[src/rtl/gpio_pad_bank.sv]
module gpio_pad_bank #(
  parameter int NUM_PINS = 32,
  parameter int ADDR_W   = 8
) (
  input  logic                clk,
  input  logic                rst_n,
  input  logic                mode_wr_en,
  input  logic                bus_wen,
  input  logic [ADDR_W-1:0]   bus_addr,
  input  logic [31:0]         bus_wdata,
  output logic [31:0]         bus_rdata,
  input  logic [NUM_PINS-1:0] pad_in,
  output logic [NUM_PINS-1:0] pad_out,
  output logic [NUM_PINS-1:0] pad_oe
);
  localparam int N = NUM_PINS;
  localparam logic [ADDR_W-1:0] OFF_DIN   = ADDR_W'(8'h04);
  localparam logic [ADDR_W-1:0] OFF_HI    = ADDR_W'(8'h08);
  localparam logic [ADDR_W-1:0] OFF_LO    = ADDR_W'(8'h0C);
  localparam logic [ADDR_W-1:0] OFF_DSET  = ADDR_W'(8'h14);
  localparam logic [ADDR_W-1:0] OFF_DCLR  = ADDR_W'(8'h18);
  localparam logic [ADDR_W-1:0] OFF_HICLR = ADDR_W'(8'h50);
  localparam logic [ADDR_W-1:0] OFF_LOSET = ADDR_W'(8'h54);
  localparam logic [ADDR_W-1:0] OFF_LOCLR = ADDR_W'(8'h58);

  logic [N-1:0] mode_lo_q, mode_hi_q, dout_q, sync1_q, sync2_q;

  wire [N-1:0] wbits  = bus_wdata[N-1:0];
  wire         mwr    = bus_wen && mode_wr_en;
  wire         hi_dir = mwr && bus_addr == OFF_HI;
  wire         hi_clr = mwr && bus_addr == OFF_HICLR;
  wire         lo_dir = mwr && bus_addr == OFF_LO;
  wire         lo_set = mwr && bus_addr == OFF_LOSET;
  wire         lo_clr = mwr && bus_addr == OFF_LOCLR;
  wire         d_set  = bus_wen && bus_addr == OFF_DSET;
  wire         d_clr  = bus_wen && bus_addr == OFF_DCLR;

  always_ff @(posedge clk or negedge rst_n) begin
    if (!rst_n) begin
      mode_lo_q <= '0;
      mode_hi_q <= '0;
      dout_q    <= '0;
      sync1_q   <= '0;
      sync2_q   <= '0;
    end else begin
      sync1_q <= pad_in;
      sync2_q <= sync1_q;
      if (d_set)      dout_q <= dout_q | wbits;
      else if (d_clr) dout_q <= dout_q & ~wbits;
      if (hi_dir)      mode_hi_q <= wbits;
      else if (hi_clr) mode_hi_q <= mode_hi_q & ~wbits;
      if (lo_dir)      mode_lo_q <= wbits;
      else if (lo_set) mode_lo_q <= mode_lo_q | wbits;
      else if (lo_clr) mode_lo_q <= mode_lo_q & ~wbits;
    end
  end

  always_comb begin
    for (int i = 0; i < N; i++) begin
      unique case ({mode_hi_q[i], mode_lo_q[i]})
        2'b00: begin pad_oe[i] = 1'b0;       pad_out[i] = 1'b0;      end
        2'b01: begin pad_oe[i] = 1'b1;       pad_out[i] = dout_q[i]; end
        2'b10: begin pad_oe[i] = ~dout_q[i]; pad_out[i] = 1'b0;      end
        default: begin pad_oe[i] = dout_q[i]; pad_out[i] = dout_q[i]; end
      endcase
    end
  end

  always_comb begin
    bus_rdata = '0;
    unique case (bus_addr)
      OFF_DIN: bus_rdata[N-1:0] = sync2_q;
      OFF_HI:  bus_rdata[N-1:0] = mode_hi_q;
      OFF_LO:  bus_rdata[N-1:0] = mode_lo_q;
      default: bus_rdata = '0;
    endcase
  end
endmodule

[config.mk]
export PLATFORM = sky130hd
export DESIGN_NAME = gpio_pad_bank
export DESIGN_NICKNAME = d
export VERILOG_FILES = /design/src/rtl/gpio_pad_bank.sv
export SDC_FILE = /design/constraint.sdc
export NUM_CORES = 1
export LEC_CHECK = 0
export ABC_AREA = 1
export BUFFER_PORTS_ARGS = -buffer_cell sky130_fd_sc_hd__buf_2
export CAP_MARGIN = 10
export CORE_MARGIN = 5
export CORE_UTILIZATION = 54
export DETAILED_ROUTE_END_ITERATION = 7
export HOLD_SLACK_MARGIN = 0.15
export PLACE_DENSITY_LB_ADDON = 0.2
export SLEW_MARGIN = 20
export SYNTH_ARGS = -nofsm -noshare
export SYNTH_HDL_FRONTEND = slang
export SYNTH_SLANG_ARGS = --single-unit
[constraint.sdc]
create_clock -name clk -period 2.2 [get_ports clk]
set_input_delay 0.66 -clock clk [delete_from_list [all_inputs] [get_ports clk]]
set_output_delay 0.66 -clock clk [all_outputs]
set_load 0.05 [all_outputs]
# ---- Word level (Yosys, flattened, before mapping)
# Cells that the tools add are included.
dict set report word_totals {
  ff_bits 160
  inputBits 76
  out_inout_bits 96
  wordCells 262
}
dict set report classes {
  n_eq_ne 72
  mux 72
  bitwise_logic 38
  n_reduce_logical 75
}
# cell n
set ops {}
lappend ops {{2-to-1 mux 32 bit} 7}
lappend ops {{AND 32 bit} 3}
lappend ops {{one-hot mux 1 bit (3 select lines)} 32}
lappend ops {{one-hot mux 32 bit (3 select lines)} 1}
lappend ops {{equality test 2 x 1 -> 1 bit (second input constant)} 32}
lappend ops {{equality test 2 bit (second input constant)} 32}
lappend ops {{logical NOT 2 bit} 32}
lappend ops {{OR 32 bit} 2}
lappend ops {{OR reduction 2 bit} 32}
lappend ops {{2-to-1 mux 1 bit} 32}
lappend ops {{NOT 1 bit} 32}
lappend ops {{NOT 32 bit} 1}
lappend ops {{equality test 8 x 7 -> 1 bit (second input constant)} 3}
lappend ops {{equality test 8 x 4 -> 1 bit (second input constant)} 2}
lappend ops {{equality test 8 x 5 -> 1 bit (second input constant)} 2}
lappend ops {{equality test 8 x 3 -> 1 bit (second input constant)} 1}
lappend ops {{logical AND 1 bit} 8}
lappend ops {{nonzero test 2 bit} 2}
lappend ops {{nonzero test 3 bit} 1}

# ---- Depth between registers and ports, before layout
dict set report logic_depth {
  ltp_word 5
  mapped_depth 9
  ltp_nobuf 8
}

# ---- Least setup slack after synthesis
# No wires, ideal clock.
dict set report synth_path {
  kind {input to output}
  start {input bus_addr[4]}
  end {output bus_rdata[12]}
  arrival_time_ns 1.759
  t_required_ns 1.540
  path_slack_ns -0.219
  cell_stages 8
  n_path_buf 1
  cell_sequence {inv_1 > nand2_1 > nor2_4 > nand2_1 > inv_1 > buf_2 > nand2_1 > nand3_1}
}
dict set report synth_between {
  elab_chain_cells 2
  elab_cells_between_ends 4
  cone_classes {eq/ne: 3; mux: 1}
}
# item line_no
set synth_lines {}
lappend synth_lines {{start: declaration} 9} ;# input logic [ADDR_W-1:0] bus_addr,
lappend synth_lines {{equality test 8 x 4 -> 1 bit or equality test 8 x 3 -> 1 bit (tied branches)} 71} ;# unique case (bus_addr)
lappend synth_lines {{one-hot mux 32 bit (3 select lines) *} 71}
lappend synth_lines {{end: declaration} 11} ;# output logic [31:0] bus_rdata,
# Mark *: on every way between the ends. The rest lies on a longest branch, timed or not.

# ---- Final worst setup path
dict set report layout_path {
  start {input bus_addr[2]}
  end {output bus_rdata[13]}
}
# Same word-level chain as after synthesis.

==> impl_metrics.tcl <==
set metrics [dict create \
    syn_area_per_cell_sq_um 8.51 \
    grt_first_pass_wirelength_mm 31.6 \
    nets 1113 \
    syn-cell-area_sq_um 7160 \
    slew_headroom_pct 69.1 \
    synth_nets 917 \
    p_sw_share_pct 25.0 \
    p_clk_share_pct 44.1 \
    cp_max_fo 16 \
    critPathLaunchType "input port" \
    die_h_um 125 \
    switchingPower_mw 1.74 \
    std_cell_rows 42 \
    die_x_um 125 \
    syn_inst 841 \
    rrSetupSlack_ns 1.41 \
    area_growth_pct 40.9 \
    crit_type "in -> out" \
    failed_checks "setup timing" \
    initial_core_util_pct 54.5 \
    rsz0062_at_grt "yes" \
    die-area_sq_um 15700 \
    min_period_ns 2.52 \
    seq_area_frac_synth_pct 56.0 \
    fmax_mhz 396 \
    first_global_vias 6269 \
    wl_per_cell_um 17.1 \
    p_leak_nw 5.61 \
    final_common_cell "nand2_1" \
    synth_area_leaders "dfrtp_1 (56%), nand2_1 (16%), o21ai_0 (5.7%), xnor2_1 (3.9%), inv_1 (3.6%)" \
    track_usage_pct 25.1 \
    cts_tree "built" \
    p_int_mw 5.22 \
    worst_slew_pin_slew_ns 0.463 \
    power_density_nw_per_um2 691 \
    cp.required_ns 1.54 \
    clock-root-buffer "clkbuf_16" \
    setup_violations 32 \
    setup_tns_ns -8.98 \
    maxSlewViolCount 0 \
    fin_ws_ns -0.323 \
    overflow 0 \
    wl_mm 20.9 \
    hold_buffers 0 \
    clk_pin_slew_ns 0.06 \
    synth-seq-cells 160 \
    core-area_sq_um 13100 \
    num_vias 6559 \
    num_io_pins 172 \
    p_total_mw 6.96 \
    r2r-start "mode_hi_q[14]$_DFFE_PN0P_" \
    worstPathArrival_ns 1.86 \
    yosysUniqueCellTypes 22 \
    drc_errors 0 \
    antennaDiodeCount 0 \
    routed_via_density 5.35 \
    worstSkewPairLatency_ns 0.42 \
    status "complete, but fails checks" \
    place_congestion 0.777 \
    seqPwrFrac_pct 45.9 \
    yosys.area.top_type "dfrtp_1" \
    preCtsSetupSlack_ns -0.357 \
    utilization_pct 76.7 \
    cts_buffer_depth 2 \
    reg2reg_depth 2 \
    endpoint_kind "primary output" \
    ir_drop_mv 0.759 \
    hold_viol_final 0 \
    drive_gt1_share_pct 30.3 \
    cts_buffers 17 \
    clock-sinks 160 \
    drt_pre_antenna_iters 6 \
    maxCapViolations 0 \
    drtAntennaViolNets 0 \
    synth_top_area_share_pct 56.0 \
    htreeDepth 4 \
    finalClockSkew_ns 0.00168 \
    yosysWarnings 0 \
    antenna_found_initial 0 \
    layout_common_cells "nand2_1 (293), dfrtp_1 (160), buf_2 (135)" \
    fin_crit_sh_pct 115 \
    grt_max_degree 65 \
    drt-initial-drc-count 533 \
    dp.final_hpwl_mm 12.6 \
    io_buffer_count 171 \
    r2r-end "mode_hi_q[14]$_DFFE_PN0P_" \
    p_comb_share_pct 10.0 \
    hold_class "in -> async" \
]
-- power by group through the flow --
stage	registers (mW)	clock network, mW	logic, mW
floorplan	3.21	0	0.425
global route	3.21	3.24	0.765
finish	3.19	3.07	0.699
CTS	3.19	3.10	0.683
detailed placement	3.24	0	0.675
global placement	3.23	0	0.664
-- final cells by class --
| type | count | area (sq um) |
|---|---|---|
| clock buffer | 21 | 450 |
| fill | 874 | 3060 |
| tap | 176 | 220 |
| clock inverter | 11 | 163 |
| inverter | 75 | 302 |
| multi-input combinational | 573 | 3170 |
| timing repair buffer | 210 | 1770 |
| sequential | 160 | 4000 |
-- worst max-delay path: stages --
cell	delay, ns
buf_8	0.10
nor2_4	0.13
nand3_2	0.11
nor3_4	0.17
buf_12	0.15
clkbuf_16	0.19
nand2_1	0.11
nand3_4	0.10
buf_8	0.14
-- cell families after synthesis --
kind of cell	after synthesis	synth area share (%)
AND/OR/NAND/NOR	397	22.9
AO/OA/AOI/OAI	144	10.4
flip-flops	160	56.0
buffers and inverters	108	6.85
XOR/XNOR	32	3.92
-- cells in the mapped netlist (all sizes together) --
master / count
inv: 75
a21oi: 16
xnor2: 32
o22ai: 16
nor3b: 1
o21ai: 112
nand3: 39
nor2: 39
nor3: 1
clkbuf: 3
buf: 30
nand2: 317
dfrtp: 160
-- layer usage --
metal	share of wire [%]	GRT usage, %	vias up
met1	41	33.1	3230
met3	6.0	5.93	30
met2	51	41.6	250
met4	1.6	7.91	0
met5	0	0	-
li1	-	-	3049
-- worst max path at each step --
stage	startpoint	endpoint	slack, ns	depth (start not counted)
floorplan	bus_addr[4]	bus_rdata[12]	-0.01	8
global placement	bus_addr[4]	bus_rdata[16]	-0.35	10
detailed placement	bus_addr[2]	bus_rdata[16]	-0.36	8
CTS	bus_addr[2]	bus_rdata[14]	-0.28	8
global route	bus_addr[2]	bus_rdata[13]	-0.38	9
finish	bus_addr[2]	bus_rdata[13]	-0.32	9
-- repair_timing --
action / in CTS / in global routing
gates resized for setup: 67 / 86
cloned: 0 / 8
buffers inserted: 0 / 5
setup endpoints to repair: 32 / 33
pin swaps: 0 / 10
-- per-stage QoR --
step	hold slack, ns	instance area, sq um	cells
2_1_floorplan	0.331	7550	841
3_3_place_gp	0.332	8730	1181
3_5_place_dp	0.335	8730	1181
4_1_cts	0.173	9560	1213
5_1_grt	0.195	10100	1226
6_report	0.161	10100	1226
(Power assumes the default switching activity.)
